[src/rtl/dcs_inj_pkg.sv]
// Shared constants and the header ECC function for the frame command injector.
// Assumes the 24 protected header bits are the low 24 bits of the word.
package dcs_inj_pkg;

    localparam logic [7:0] SHORT_W1_TYPE = 8'h15;
    localparam int         HDR_BITS      = 24;

    // Parity constant contributed by one protected header bit.
    function automatic logic [5:0] ecc_term(input int unsigned b);
        logic [5:0] t;
        case (b)
            0: t = 6'h07;  1: t = 6'h0B;  2: t = 6'h0D;  3: t = 6'h0E;
            4: t = 6'h13;  5: t = 6'h15;  6: t = 6'h16;  7: t = 6'h19;
            8: t = 6'h1A;  9: t = 6'h1C; 10: t = 6'h23; 11: t = 6'h25;
           12: t = 6'h26; 13: t = 6'h29; 14: t = 6'h2A; 15: t = 6'h2C;
           16: t = 6'h31; 17: t = 6'h32; 18: t = 6'h34; 19: t = 6'h38;
           20: t = 6'h1F; 21: t = 6'h2F; 22: t = 6'h37; 23: t = 6'h3B;
            default: t = 6'h00;
        endcase
        return t;
    endfunction

endpackage

[src/rtl/dcs_hdr_gen.sv]
// Builds one short-write packet header from an index and a value byte.
// Purely combinational; the ECC is one XOR tree over masked parity terms.
module dcs_hdr_gen
    import dcs_inj_pkg::*;
(
    input  logic [7:0]  cmd_idx,
    input  logic [7:0]  cmd_val,
    output logic [31:0] hdr
);
    logic [HDR_BITS-1:0] body;
    logic [5:0]          term [HDR_BITS];
    logic [5:0]          ecc6;

    assign body = {cmd_val, cmd_idx, SHORT_W1_TYPE};

    // One masked parity term per protected header bit.
    for (genvar b = 0; b < HDR_BITS; b++) begin : g_term
        assign term[b] = body[b] ? ecc_term(b) : 6'h00;
    end

    // XOR reduction of all parity terms.
    always_comb begin
        ecc6 = 6'h00;
        for (int b = 0; b < HDR_BITS; b++) ecc6 = ecc6 ^ term[b];
    end

    assign hdr = {2'b00, ecc6, body};

endmodule

[src/rtl/dcs_inj_regs.sv]
// Software-visible register file: packet slots, append loader, control word.
// Assumes a single-cycle write strobe; slot writes store an ECC-complete header.
module dcs_inj_regs #(
    parameter int N_SLOTS     = 8,
    parameter int ADDR_W      = 8,
    parameter int DATA_W      = 16,
    parameter int CNT_W       = 6,
    parameter int EN_BIT      = 15,
    parameter int SLOT_BASE   = 'h1B,
    parameter int CTRL_ADDR   = 'h1A,
    parameter int APPEND_ADDR = 'h19
) (
    input  logic                      clk,
    input  logic                      rst_n,
    input  logic                      wr_en,
    input  logic [ADDR_W-1:0]         wr_addr,
    input  logic [DATA_W-1:0]         wr_data,
    output logic [N_SLOTS-1:0][31:0]  slots,
    output logic                      seq_en,
    output logic [CNT_W-1:0]          byte_cnt,
    output logic                      load_err
);
    localparam int PTR_W = $clog2(N_SLOTS + 1);

    logic [31:0]      new_hdr;
    logic [PTR_W-1:0] app_ptr_q;
    logic             app_full;
    logic             ctrl_wr;
    logic             app_wr;
    logic             unused_ctrl_bits;

    assign unused_ctrl_bits = ^wr_data[EN_BIT-1:CNT_W];

    dcs_hdr_gen u_hdr (
        .cmd_idx (wr_data[7:0]),
        .cmd_val (wr_data[15:8]),
        .hdr     (new_hdr)
    );

    assign ctrl_wr  = wr_en && (wr_addr == ADDR_W'(CTRL_ADDR));
    assign app_wr   = wr_en && (wr_addr == ADDR_W'(APPEND_ADDR));
    assign app_full = (app_ptr_q == PTR_W'(N_SLOTS));

    // One storage register per slot, loaded by direct or append write.
    for (genvar k = 0; k < N_SLOTS; k++) begin : g_slot
        logic hit;
        assign hit = (wr_en && (wr_addr == ADDR_W'(SLOT_BASE + k))) ||
                     (app_wr && !app_full && (app_ptr_q == PTR_W'(k)));
        // Slot k storage.
        always_ff @(posedge clk) begin
            if (!rst_n)   slots[k] <= '0;
            else if (hit) slots[k] <= new_hdr;
        end
    end

    // Control word, append pointer and overflow flag.
    always_ff @(posedge clk) begin
        if (!rst_n) begin
            seq_en    <= 1'b0;
            byte_cnt  <= '0;
            app_ptr_q <= '0;
            load_err  <= 1'b0;
        end else if (ctrl_wr) begin
            seq_en    <= wr_data[EN_BIT];
            byte_cnt  <= wr_data[CNT_W-1:0];
            app_ptr_q <= '0;
            load_err  <= 1'b0;
        end else if (app_wr) begin
            if (app_full) load_err  <= 1'b1;
            else          app_ptr_q <= app_ptr_q + 1'b1;
        end
    end


    app_ptr_range_chk: assert property (@(posedge clk) disable iff (!rst_n)
        app_ptr_q <= PTR_W'(N_SLOTS));


    load_err_cause_chk: assert property (@(posedge clk) disable iff (!rst_n)
        $rose(load_err) |-> $past(app_wr && app_full));


    full_no_store_chk: assert property (@(posedge clk) disable iff (!rst_n)
        (app_wr && app_full && !(wr_en && wr_addr >= ADDR_W'(SLOT_BASE)
                                 && wr_addr < ADDR_W'(SLOT_BASE + N_SLOTS)))
        |=> $stable(slots));

endmodule

[src/rtl/dcs_inj_seq.sv]
// Per-frame sequencer: snapshots the slots and control at frame start, then
// streams the snapshot out byte by byte on a valid/ready interface.
// Assumes frame_start is a single-cycle pulse; pulses while busy are dropped.
module dcs_inj_seq #(
    parameter int N_SLOTS = 8,
    parameter int CNT_W   = 6
) (
    input  logic                      clk,
    input  logic                      rst_n,
    input  logic [N_SLOTS-1:0][31:0]  slots,
    input  logic                      seq_en,
    input  logic [CNT_W-1:0]          byte_cnt,
    input  logic                      frame_start,
    input  logic                      tx_ready,
    output logic                      tx_valid,
    output logic [7:0]                tx_data,
    output logic                      busy
);
    localparam int MAX_BYTES = 4 * N_SLOTS;
    localparam int BP_W      = $clog2(MAX_BYTES);

    logic [N_SLOTS-1:0][31:0] act_q;
    logic [BP_W-1:0]          ptr_q;
    logic [BP_W-1:0]          last_q;
    logic [BP_W-1:0]          last_d;
    logic                     busy_q;
    logic                     start;
    logic                     fin;

    // Capped frame length, expressed as the index of the final byte.
    always_comb begin
        if (int'(byte_cnt) > MAX_BYTES) last_d = BP_W'(MAX_BYTES - 1);
        else                            last_d = BP_W'(int'(byte_cnt) - 1);
    end

    assign start = frame_start && !busy_q && seq_en && (byte_cnt != '0);
    assign fin   = busy_q && tx_ready && (ptr_q == last_q);

    // Snapshot, byte pointer and busy state.
    always_ff @(posedge clk) begin
        if (!rst_n) begin
            act_q  <= '0;
            ptr_q  <= '0;
            last_q <= '0;
            busy_q <= 1'b0;
        end else if (start) begin
            act_q  <= slots;
            ptr_q  <= '0;
            last_q <= last_d;
            busy_q <= 1'b1;
        end else if (fin) begin
            busy_q <= 1'b0;
        end else if (busy_q && tx_ready) begin
            ptr_q  <= ptr_q + 1'b1;
        end
    end

    assign tx_valid = busy_q;
    assign busy     = busy_q;
    assign tx_data  = act_q[ptr_q[BP_W-1:2]][{ptr_q[1:0], 3'b000} +: 8];


    hold_under_stall_chk: assert property (@(posedge clk) disable iff (!rst_n)
        (tx_valid && !tx_ready) |=> (tx_valid && $stable(tx_data)));


    ptr_advance_chk: assert property (@(posedge clk) disable iff (!rst_n)
        (busy_q && tx_ready && ptr_q != last_q) |=> (ptr_q == $past(ptr_q) + 1'b1));


    end_after_accept_chk: assert property (@(posedge clk) disable iff (!rst_n)
        $fell(busy_q) |-> $past(tx_ready));


    ignore_start_chk: assert property (@(posedge clk) disable iff (!rst_n)
        (busy_q && frame_start && !tx_ready) |=> (busy_q && $stable(ptr_q) && $stable(act_q)));


    snapshot_hold_chk: assert property (@(posedge clk) disable iff (!rst_n)
        (busy_q && !fin) |=> $stable(act_q));

endmodule

[src/rtl/dcs_frame_injector.sv]
// Top level: per-frame short-command injector. Register file feeds a sequencer
// that replays the stored packet headers on every enabled frame start.
// Assumes one register write per cycle and a byte-wide link with ready.
module dcs_frame_injector #(
    parameter int N_SLOTS     = 8,
    parameter int ADDR_W      = 8,
    parameter int DATA_W      = 16,
    parameter int CNT_W       = 6,
    parameter int EN_BIT      = 15,
    parameter int SLOT_BASE   = 'h1B,
    parameter int CTRL_ADDR   = 'h1A,
    parameter int APPEND_ADDR = 'h19
) (
    input  logic              clk,
    input  logic              rst_n,
    input  logic              wr_en,
    input  logic [ADDR_W-1:0] wr_addr,
    input  logic [DATA_W-1:0] wr_data,
    input  logic              frame_start,
    output logic              tx_valid,
    input  logic              tx_ready,
    output logic [7:0]        tx_data,
    output logic              busy,
    output logic              load_err
);
    logic [N_SLOTS-1:0][31:0] slots;
    logic                     seq_en;
    logic [CNT_W-1:0]         byte_cnt;

    dcs_inj_regs #(
        .N_SLOTS(N_SLOTS), .ADDR_W(ADDR_W), .DATA_W(DATA_W), .CNT_W(CNT_W),
        .EN_BIT(EN_BIT), .SLOT_BASE(SLOT_BASE), .CTRL_ADDR(CTRL_ADDR),
        .APPEND_ADDR(APPEND_ADDR)
    ) u_regs (
        .clk(clk), .rst_n(rst_n), .wr_en(wr_en), .wr_addr(wr_addr),
        .wr_data(wr_data), .slots(slots), .seq_en(seq_en),
        .byte_cnt(byte_cnt), .load_err(load_err)
    );

    dcs_inj_seq #(.N_SLOTS(N_SLOTS), .CNT_W(CNT_W)) u_seq (
        .clk(clk), .rst_n(rst_n), .slots(slots), .seq_en(seq_en),
        .byte_cnt(byte_cnt), .frame_start(frame_start), .tx_ready(tx_ready),
        .tx_valid(tx_valid), .tx_data(tx_data), .busy(busy)
    );


    busy_tracks_valid_chk: assert property (@(posedge clk) disable iff (!rst_n)
        busy == tx_valid);


    reset_quiet_chk: assert property (@(posedge clk)
        !rst_n |=> (!busy && !tx_valid && !load_err));

endmodule

[config.mk]
export PLATFORM = sky130hd
export DESIGN_NAME = dcs_frame_injector
export DESIGN_NICKNAME = d
export VERILOG_FILES = /design/src/rtl/dcs_inj_pkg.sv /design/src/rtl/dcs_hdr_gen.sv /design/src/rtl/dcs_inj_regs.sv /design/src/rtl/dcs_inj_seq.sv /design/src/rtl/dcs_frame_injector.sv
export SDC_FILE = /design/constraint.sdc
export NUM_CORES = 1
export LEC_CHECK = 0
export BUFFER_PORTS_ARGS = -buffer_cell sky130_fd_sc_hd__buf_2
export CAP_MARGIN = 25
export CORE_UTILIZATION = 55
export CTS_BUF_LIST = sky130_fd_sc_hd__clkbuf_2
export DETAILED_ROUTE_END_ITERATION = 12
export PLACE_DENSITY = 0.81
export SLEW_MARGIN = 5
export SYNTH_ARGS = -nofsm -noshare
export SYNTH_HDL_FRONTEND = slang
export SYNTH_HIERARCHICAL = 1
export SYNTH_SLANG_ARGS = --single-unit
[constraint.sdc]
create_clock -name clk -period 3.45 [get_ports clk]
set_clock_uncertainty 0.05 [all_clocks]
set_input_delay 0.345 -clock clk [delete_from_list [all_inputs] [get_ports clk]]
set_output_delay 0.345 -clock clk [all_outputs]
set_load 0.1 [all_outputs]
==> results.sh <==
export IMPL_ir_worst_vdd_mv=0.226
export IMPL_synth_area_top_cells="dfxtp_1, nand2_1, mux2i_1"
export IMPL_place_congestion=0.796
export IMPL_layout_cells_most_common="nand2_1"
export IMPL_timing_rr_end="u_seq/busy"
export IMPL_start_kind="flop"
export IMPL_worstSetupEndpointType="primary output"
export IMPL_grt_pass1_wl_um=86000
export IMPL_clock_sinks=535
export IMPL_die_y_um=204
export IMPL_path_clk_slew_ns=0.11
export IMPL_cts_buffers=133
export IMPL_worstSetupPathType="reg -> out"
export IMPL_instances_no_fill=3003
export IMPL_clk_insertion_delay_late_ns=1.02
export IMPL_dp_cells=2709
export IMPL_cap_violations=0
export IMPL_dp_hpwl_um=30200
export IMPL_grt_max_degree=131
export IMPL_grt_overflow=0
export IMPL_multiInputGateArea_sq_mm=0.0105
export IMPL_core_sq_mm=0.0399
export IMPL_antenna_found_initial=1
export IMPL_synthCells=2299
export IMPL_timing_critical_path_cells="buf_12 -> buf_16 -> mux4_2 -> mux4_2 -> mux2_4 -> buf_12"
export IMPL_path_delay_family="multiplexers"
export IMPL_ys_warn_count=6
export IMPL_critPathSlowestCell="mux4_2"
export IMPL_syn_area_per_cell_sq_um=9.73
export IMPL_cp_required_ns=3.05
export IMPL_nFillCells=2980
export IMPL_ios=40
export IMPL_violations="negative setup slack"
export IMPL_clockRootBuffer="clkbuf_2"
export IMPL_relSlewSlack_pct=25.8
export IMPL_slowest_delay_ns=0.52
export IMPL_status="finished with violations"
export IMPL_layout_drive_gt1_share_pct=16.7
export IMPL_worst_ep_arrival_time_ns=3.32
export IMPL_yosysTopAreaCell="dfxtp_1"
export IMPL_synth_flop_cell="dfxtp_1"
export IMPL_first_iter_violations=1486
export IMPL_crit_start="u_seq/ptr_q[3]"
export IMPL_h_tree_depth=4
export IMPL_grt_setup_unrepaired="yes"
export IMPL_syn_area_sq_mm=0.0224
export IMPL_clockBufferDepth=3
export IMPL_dr_total_vias=16953
export IMPL_crit_buf_inv=3
export IMPL_final_period_utilization_pct=108
export IMPL_initial_core_util_pct=56.0
export IMPL_synthArstFlopShare_pct=0
export IMPL_vias_per_cell=5.65
export IMPL_grt_usage_pct=26.0
export IMPL_rows=73
export IMPL_slew_viol_final=0
export IMPL_pwr_density_cell_mw_per_mm2=436
export IMPL_min_path_type="in -> reg"
export IMPL_rr_worst_depth=7
export IMPL_min_path_cells=4
export IMPL_max_freq_ghz=0.270
export IMPL_synth_edf_count=0
export IMPL_first_pass_iters=5
export IMPL_fin_ws_ns=-0.260
export IMPL_antenna_left=0
export IMPL_r2r_start="u_regs/byte_cnt[0]"
export IMPL_setup_viol=8
export IMPL_worstMarginPinSlew_ns=1.11
export IMPL_drc=0
export IMPL_ys_ff_latch=535
export IMPL_ys_seq_area_share_pct=47.9
export IMPL_routed_wl_um=54500
export IMPL_wl_per_cell_um=18.2
export IMPL_nNetsFinal=2421
export IMPL_final_cell_mix="nand2_1, dfxtp_1, a21boi_0"
export IMPL_whs_endpoint="u_regs/slots[4]"
export IMPL_grt_pass1_vias=16945
export IMPL_ff_latch_area_sq_mm=0.0107
export IMPL_crit_fanout=6
export IMPL_finalSetupTns_ns=-1.85
export IMPL_period_needed_ns=3.71
export IMPL_synth_top_area_share_pct=47.9
export IMPL_netlist_cell_type_count=55
export IMPL_fp_dieW_um=204
export IMPL_finalHoldViolations=0
export IMPL_portBuffers=39
export IMPL_hp_start="wr_addr[3]"
export IMPL_worst_r2r_setup_slack_ns=0.62
export IMPL_dieArea_sq_mm=0.0415
export IMPL_tritoncts="yes"
export IMPL_p_leak_uw=0.00896
export IMPL_area_growth_pct=10.6
## cell usage after synthesis (4+ instances only)
library cell  instances
a21boi_0            213
a21boi_1             43
a21oi_1               8
and3_1                4
buf_1                 6
buf_2                23
buf_4                54
buf_6                12
buf_8                 6
clkbuf_1             99
dfxtp_1             535
ha_1                  7
inv_1                 7
mux2_2                9
mux2i_1             201
mux4_2               80
nand2_1             748
nand3_1              67
nor2_1               13
nor2b_1               7
nor3b_1               5
o21ai_0              61
o21ai_1               9
xnor2_1              27
xnor3_1               4
xor2_1               11
## logic make-up (layout without fill, tap and decap cells)
family / count (synthesis) / in the layout / share of synthesized area [%]
and+or+nand+nor: 863 / 863 / 15.5
DFF: 535 / 535 / 47.9
AOI/OAI and AO/OA: 348 / 348 / 11.2
muxes: 290 / 290 / 17.5
buffers and inverters: 211 / 381 / 5.51
xor gates and xnor gates: 43 / 43 / 1.96
adders and majority gates: 7 / 7 / 0.392
other: 2 / 11 / 0.0336
## how the worst max path moves through the flow
stage	cells after the start	to
after CTS	5	tx_data[5]
after detailed placement	5	tx_data[5]
after floorplan	6	tx_data[2]
after global placement	5	tx_data[6]
after global routing	7	tx_data[2]
final	6	tx_data[5]
## per-stage QoR
stage / worst slack, ns / hold slack, ns / util [%] / cell area (sq um) / total power (uW)
after detailed placement: 0.579 / 0.394 / 56.6 / 22600 / 6740
after CTS: -0.324 / 0.0555 / 61.5 / 24500 / 10900
after global routing: -0.350 / 0.114 / 62.0 / 24700 / 11200
after global placement: 0.610 / 0.385 / 56.6 / 22600 / 6740
final: -0.260 / 0.170 / 62.0 / 24700 / 10800
after floorplan: 0.931 / 0.381 / - / 22400 / 6630
## final cells by class
type | instances | share of cell area, %
flip-flops and latches | 535 | 43.3
multi-input cells | 1561 | 42.5
repair buffers | 147 | 6.66
clock buffers | 186 | 3.76
well taps | 525 | 2.66
clock inverters | 41 | 0.951
inverters | 7 | 0.106
diodes | 1 | 0.0101
## power breakdown
group / leakage [uW] / internal [uW] / switching [uW]
sequential: 0.00431 / 6170 / 2.45
combinational: 0.00375 / 173 / 293
clock: 0.000901 / 1670 / 2470
total: 0.00896 / 8020 / 2770
## repair_timing
action	CTS	global route
buffers inserted	14	6
hold buffers	40	0
gates cloned	4	2
setup endpoints to repair	8	8
hold endpoints to repair	418	0
resized for setup	37	19
## per-layer routing
layer | share of wire [%] | wire, um | vias up | global-route usage [%]
li1 | - | - | 7976 | -
met1 | 40 | 22000 | 8258 | 31.3
met2 | 50 | 27400 | 590 | 44.4
met3 | 5.7 | 3110 | 129 | 4.43
met4 | 3.7 | 2020 | 0 | 13.5
met5 | 0 | 0 | - | 0
## worst min-delay path, stage by stage
cell and delay (ns):
buf_2 0.10, and3b_1 0.28, o2111ai_4 0.36, o21ai_1 0.09
## state kept, by name (all words and copies together), names as in the netlist
register          count
u_seq/busy            1
u_regs/byte_cnt       6
u_seq/last_q          5
u_regs/slots        256
u_regs/load_err       1
u_regs/app_ptr_q      4
u_seq/ptr_q           5
u_seq/act_q         256
u_regs/seq_en         1
Note: power is estimated with default switching activity, not from simulation.
